--- src/rtl/comp72_pkg.sv ---
package comp72_pkg;
   // Result of counting ones among seven bits, weights 4/2/1.
   typedef struct packed {
      logic w2;
      logic w1;
      logic w0;
   } cnt3_t;

   localparam int unsigned NUM_OPS = 7;
endpackage

--- src/rtl/fa3_cell.sv ---
module fa3_cell (
   input  logic a_i,
   input  logic b_i,
   input  logic c_i,
   output logic s_o,
   output logic c_o
);
   assign s_o = a_i ^ b_i ^ c_i;
   assign c_o = (a_i & b_i) | (a_i & c_i) | (b_i & c_i);
endmodule

--- src/rtl/ones7_counter.sv ---
module ones7_counter
   import comp72_pkg::*;
#(
   parameter int unsigned STYLE = 0
) (
   input  logic [NUM_OPS-1:0] bits_i,
   output cnt3_t              cnt_o
);
   if (STYLE > 1) begin : g_bad_style
      $error("ones7_counter: STYLE must be 0 or 1");
   end

   if (STYLE == 0) begin : g_fa_tree
      logic s_a, c_a, s_b, c_b, c_c;
      // level 1: two independent triples
      fa3_cell u_l1a (.a_i(bits_i[0]), .b_i(bits_i[1]), .c_i(bits_i[2]),
                      .s_o(s_a), .c_o(c_a));
      fa3_cell u_l1b (.a_i(bits_i[3]), .b_i(bits_i[4]), .c_i(bits_i[5]),
                      .s_o(s_b), .c_o(c_b));
      // level 2: unit weight
      fa3_cell u_l2  (.a_i(s_a), .b_i(s_b), .c_i(bits_i[6]),
                      .s_o(cnt_o.w0), .c_o(c_c));
      // level 3: weight two
      fa3_cell u_l3  (.a_i(c_a), .b_i(c_b), .c_i(c_c),
                      .s_o(cnt_o.w1), .c_o(cnt_o.w2));
   end else begin : g_popcount
      logic [2:0] tally;
      always_comb begin
         tally = 3'd0;
         for (int k = 0; k < NUM_OPS; k++) begin
            tally = tally + 3'(bits_i[k]);
         end
      end
      assign cnt_o = tally;
   end
endmodule

--- src/rtl/comp72_cell.sv ---
module comp72_cell
   import comp72_pkg::*;
#(
   parameter int unsigned COUNTER_STYLE = 0
) (
   input  logic [NUM_OPS-1:0] prim_i,
   input  logic               cin_near_i,  // from column i-1
   input  logic               cin_far_i,   // from column i-2
   output logic               fwd_near_o,  // to column i+1
   output logic               fwd_far_o,   // to column i+2
   output logic               sum_o,
   output logic               carry_o
);
   cnt3_t cnt;

   ones7_counter #(.STYLE(COUNTER_STYLE)) u_cnt (
      .bits_i (prim_i),
      .cnt_o  (cnt)
   );

   // forwarded carries come from the primaries alone
   assign fwd_near_o = cnt.w1;
   assign fwd_far_o  = cnt.w2;

   fa3_cell u_merge (
      .a_i (cnt.w0),
      .b_i (cin_near_i),
      .c_i (cin_far_i),
      .s_o (sum_o),
      .c_o (carry_o)
   );
endmodule

--- src/rtl/comp72_array.sv ---
module comp72_array
   import comp72_pkg::*;
#(
   parameter int unsigned WIDTH         = 8,
   parameter int unsigned COUNTER_STYLE = 0,
   localparam int unsigned COLS         = WIDTH + 2,
   localparam int unsigned OUTW         = WIDTH + 3
) (
   input  logic [NUM_OPS-1:0][WIDTH-1:0] ops_i,
   output logic [OUTW-1:0]               sum_o,
   output logic [OUTW-1:0]               carry_o
);
   if (WIDTH < 1) begin : g_bad_width
      $error("comp72_array: WIDTH must be at least 1");
   end
   if (COUNTER_STYLE > 1) begin : g_bad_style
      $error("comp72_array: COUNTER_STYLE must be 0 or 1");
   end

   logic [WIDTH-1:0] fwd_near;
   logic [WIDTH-1:0] fwd_far;

   for (genvar i = 0; i < COLS; i++) begin : g_col
      logic near_in;
      logic far_in;

      if (i >= 1 && i - 1 < WIDTH) begin : g_near
         assign near_in = fwd_near[i-1];
      end else begin : g_near_tie
         assign near_in = 1'b0;
      end

      if (i >= 2 && i - 2 < WIDTH) begin : g_far
         assign far_in = fwd_far[i-2];
      end else begin : g_far_tie
         assign far_in = 1'b0;
      end

      if (i < WIDTH) begin : g_full
         logic [NUM_OPS-1:0] prim;
         for (genvar t = 0; t < NUM_OPS; t++) begin : g_pick
            assign prim[t] = ops_i[t][i];
         end
         comp72_cell #(.COUNTER_STYLE(COUNTER_STYLE)) u_cell (
            .prim_i     (prim),
            .cin_near_i (near_in),
            .cin_far_i  (far_in),
            .fwd_near_o (fwd_near[i]),
            .fwd_far_o  (fwd_far[i]),
            .sum_o      (sum_o[i]),
            .carry_o    (carry_o[i+1])
         );
      end else begin : g_tail
         // tail column: no primaries, only absorbs carries
         fa3_cell u_tail (
            .a_i (1'b0),
            .b_i (near_in),
            .c_i (far_in),
            .s_o (sum_o[i]),
            .c_o (carry_o[i+1])
         );
      end
   end

   assign sum_o[OUTW-1] = 1'b0;
   assign carry_o[0]    = 1'b0;
endmodule

--- config.mk ---
export PLATFORM = sky130hd
export DESIGN_NAME = comp72_array
export DESIGN_NICKNAME = d
export VERILOG_FILES = /design/src/rtl/comp72_pkg.sv /design/src/rtl/fa3_cell.sv /design/src/rtl/ones7_counter.sv /design/src/rtl/comp72_cell.sv /design/src/rtl/comp72_array.sv
export SDC_FILE = /design/constraint.sdc
export NUM_CORES = 1
export LEC_CHECK = 0
export CORE_UTILIZATION = 30
export DETAILED_ROUTE_END_ITERATION = 16
export PLACE_DENSITY = 0.82
export SLEW_MARGIN = 10
export SYNTH_ARGS = -nofsm -noshare
export SYNTH_HDL_FRONTEND = slang
export SYNTH_HIERARCHICAL = 1
export SYNTH_SLANG_ARGS = --single-unit
--- constraint.sdc ---
create_clock -name vclk -period 2.2
set_input_delay 0.22 -clock vclk [all_inputs]
set_output_delay 0.22 -clock vclk [all_outputs]
set_load 0.1 [all_outputs]
== Yosys cells after proc, flatten, opt, wreduce, memory -nomap -nowiden ==
Index checks and enable logic that the tools add are counted.
Operators by class
  bitwise operators: 270
Operators with widths (number)
  1-bit bitwise AND: 116
  1-bit XOR: 78
  1-bit bitwise OR: 76
Word-level totals
  bits in registers: 0
  word-level logic and storage cells: 270
  bits of input ports: 56
  output and inout port bits: 22

== Longest topological paths before layout ==
  word-level depth: 11
  gate-level depth with buffers: 4
  depth with buffers taken out: 4

== Hierarchy ==
Netlist, hierarchy kept.
Modules (own cells, without submodules)
  fa3_cell: sequential area each 0.0 um^2, times used 42, area each 20.0 um^2, cells each 1
  comp72_array: sequential area each 0.0 um^2, times used 1, area each 18.8 um^2, cells each 3

== Worst setup path before layout ==
OpenSTA, ideal clock, no wires.
  path kind: input -> output
  start point: in ops_i[0] (netlist bit)
  end point: out sum_o[1]
  arrival time: 2774 ps
  stages: 4
  slack: -794 ps
  path through: fa_1 -> fa_1 -> fa_1 -> fa_1
On the way
  longest elaborated chain between the ends: 7
  elaborated cells between the ends (all ways): 13
  classes of those cells: bitwise: 13
RTL lines
  from (decl): RTL line comp72_array.sv:9  | input logic [NUM_OPS-1:0][WIDTH-1:0] ops_i,
  1-bit XOR (*) (2 in a row): RTL line fa3_cell.sv:8  | assign s_o = a_i ^ b_i ^ c_i;
  1-bit bitwise AND: RTL line fa3_cell.sv:9  | assign c_o = (a_i & b_i) | (a_i & c_i) | (b_i & c_i);
  1-bit bitwise OR (*) (2 in a row): RTL line fa3_cell.sv:9
  named net g_col[0].g_full.u_cell.u_cnt.g_fa_tree.c_c: RTL line ones7_counter.sv:14  | logic s_a, c_a, s_b, c_b, c_c;
  1-bit XOR (*): RTL line fa3_cell.sv:8
  named net g_col[1].near_in: RTL line comp72_array.sv:24  | logic near_in;
  1-bit XOR (*): RTL line fa3_cell.sv:8
  to (decl): RTL line comp72_array.sv:10  | output logic [OUTW-1:0] sum_o,
Mark *: on every way through the listed nets, which the timed path passes. The rest lies on a longest branch.

== Final worst setup path ==
  start point: in ops_i[25] (netlist bit)
  end point: out sum_o[2]
On the way
  longest elaborated chain between the ends: 8
  elaborated cells between the ends (all ways): 14
  classes of those cells: bitwise: 14
RTL lines (RTL line)
  1-bit XOR (*) (2 in a row): fa3_cell.sv:8
  named net g_col[1].g_full.u_cell.u_cnt.g_fa_tree.s_b: ones7_counter.sv:14
  1-bit bitwise AND: fa3_cell.sv:9
  1-bit bitwise OR: fa3_cell.sv:9
  1-bit bitwise OR (*): fa3_cell.sv:9
  named net g_col[1].g_full.u_cell.u_cnt.g_fa_tree.c_c: ones7_counter.sv:14
  1-bit XOR (*): fa3_cell.sv:8
  named net g_col[2].near_in: comp72_array.sv:24
  1-bit XOR (*) (2 in a row): fa3_cell.sv:8
Marks and branches as above.

==> results.json <==
{
  "outcome": "finished with violations",
  "violations": "negative setup slack",
  "fp-row-count": 19,
  "postRouteAntennaNets": 0,
  "grt_remaining_overflow": 0,
  "yosys_warnings": 6,
  "fin_crit_ns": 2.633,
  "holdCritPathClass": "in2out",
  "maxSlewViolCount": 0,
  "synth_top_family_by_area": "adder cells",
  "crit_arrival_ns": 2.41,
  "ff_latch_area_um2": 0,
  "min_from": "ops_i[37]",
  "syn_area_um2": 859.6,
  "crit_family": "adder cells",
  "antenna_cells": 0,
  "relSlewSlack_pct": 64.84,
  "critical_path_class": "in2out",
  "routed_wl_mm": 2.329,
  "whs_ns": 1.290,
  "timing.final.crit_share_pct": 119.7,
  "nClkBuffers": 0,
  "drt_iter0_drc": 1,
  "critPathRequiredTime_ns": 1.98,
  "synth_cell_types": 3,
  "io_pins": 78,
  "grt.total_usage_pct": 17.99,
  "flops_and_latches": 0,
  "synth.top_cell.area_share_pct": 97.82,
  "cp-startpoint": "ops_i[25]",
  "critical_path.max_fanout": 1,
  "synthTopCellsByArea": "fa_1 (98%), buf_4 (1.7%), conb_1 (0.44%)",
  "grt_start_max_net_pins": 2,
  "via_per_inst": 4.445,
  "gp_congestion": 0.7536,
  "synth.avg_cell_area_um2": 19.10,
  "dp_hpwl_mm": 2.376,
  "ys_seq_area_share_pct": 0,
  "io_buffer_count": 74,
  "synth-simple-area-share_pct": 0,
  "cp_cell_sequence": "buf_6 -> fa_1 -> fa_2 -> fa_1 -> fa_2 -> buf_12",
  "syn_inst": 45,
  "cts_hold_buf": 0,
  "setup_ws_ns": -0.4331,
  "vias": 689,
  "antenna_found_initial": 0,
  "dieArea_um2": 3084,
  "syn2layout_area_growth_pct": 103.5,
  "drv_cap": 0,
  "crit_slowest_cell": "fa_2",
  "fmax_mhz": 379.8,
  "synth.largest_area_cell": "fa_1",
  "num-nets-final": 224,
  "finalSetupViolCount": 17,
  "firstDrtPassIters": 2,
  "finalNonFillerCells": 155,
  "synth_fa_ha_area_share_pct": 97.82,
  "grt_pass1_vias": 922,
  "synth-compound-area-share_pct": 0,
  "core-area_um2": 2734,
  "place_inst": 155,
  "hold_viol_final": 0,
  "path_buf_inv": 2,
  "rsz0062_at_grt": "true",
  "slowest_delay_ns": 0.57,
  "die-height_um": 55.53,
  "grt_pass1_wl_mm": 4.271,
  "wl_per_cell_um": 15.03,
  "die_width_um": 55.53,
  "drive_above_1_share_pct": 70.16,
  "startpoint_type": "primary input",
  "worst_slew_pin_slew_ns": 0.5265,
  "start_util_pct": 31.44,
  "synthMuxAreaShare_pct": 0,
  "route.detailed.drc": 0,
  "synth-xor-area-share_pct": 0,
  "cp-end-kind": "output pin"
}
worst min-delay path: cells and delay by family:
kind | cells | cell delay [ns]
adders and majority gates | 3 | 0.60
buffers and inverters | 2 | 0.25
layout make-up:
cell class	instances	area (um2)
multi-input cells	50	923.4
repair buffers	74	787.0
fillers	211	984.7
well taps	31	38.79
placed cells by master (no fill, tap or decap):
cell type / netlist / final
fa_1: 42 / 21
buf_2: 0 / 30
buf_12: 0 / 18
conb_1: 1 / 8
buf_6: 0 / 17
fa_2: 0 / 21
clkdlybuf4s50_1: 0 / 8
clkbuf_2: 0 / 1
cells in the mapped netlist (all sizes together):
cell  instances
conb          1
buf           2
fa           42
kinds of logic after synthesis:
kind of cell  after synthesis
fa+ha+maj                  42
other cells                 1
buf+inv                     2
worst paths after layout:
path                          to  slack [ns]  cells past startpoint
worst max-delay path    sum_o[2]       -0.43                      6
worst min-delay path  carry_o[7]        1.29                      5
repair_timing:
item	in CTS	in global routing
resized for setup	203	7
pin swaps	41	32
endpoints found under the hold margin	0	0
buffers inserted	0	0
setup endpoints to repair	18	18
per-stage QoR:
| stage | worst slack (ns) | TNS (ns) | area [um2] | utilization [%] |
|---|---|---|---|---|
| 6_report | -0.4331 | -5.284 | 1749 | 63.98 |
| 5_1_grt | -0.4793 | -6.025 | 1749 | 63.98 |
| 4_1_cts | -0.5446 | -6.772 | 1717 | 62.79 |
| 3_5_place_dp | -0.9106 | -12.65 | 1876 | 68.60 |
| 3_3_place_gp | -0.8987 | -12.28 | 1876 | 68.60 |
| 2_1_floorplan | -0.4410 | -4.600 | 930.9 | - |
layer usage:
layer	share of wire [%]	vias to the layer above	global-route usage (%)	routed length, um
li1	-	282	-	-
met1	24	348	17.63	569
met2	62	59	37.87	1448
met3	13	0	5.621	311
met4	0	0	0	0
met5	0	-	0	0
Power is left out: the tool's default activity adds up to more than one toggle a clock period on the data nets, which glitch-free logic cannot reach.
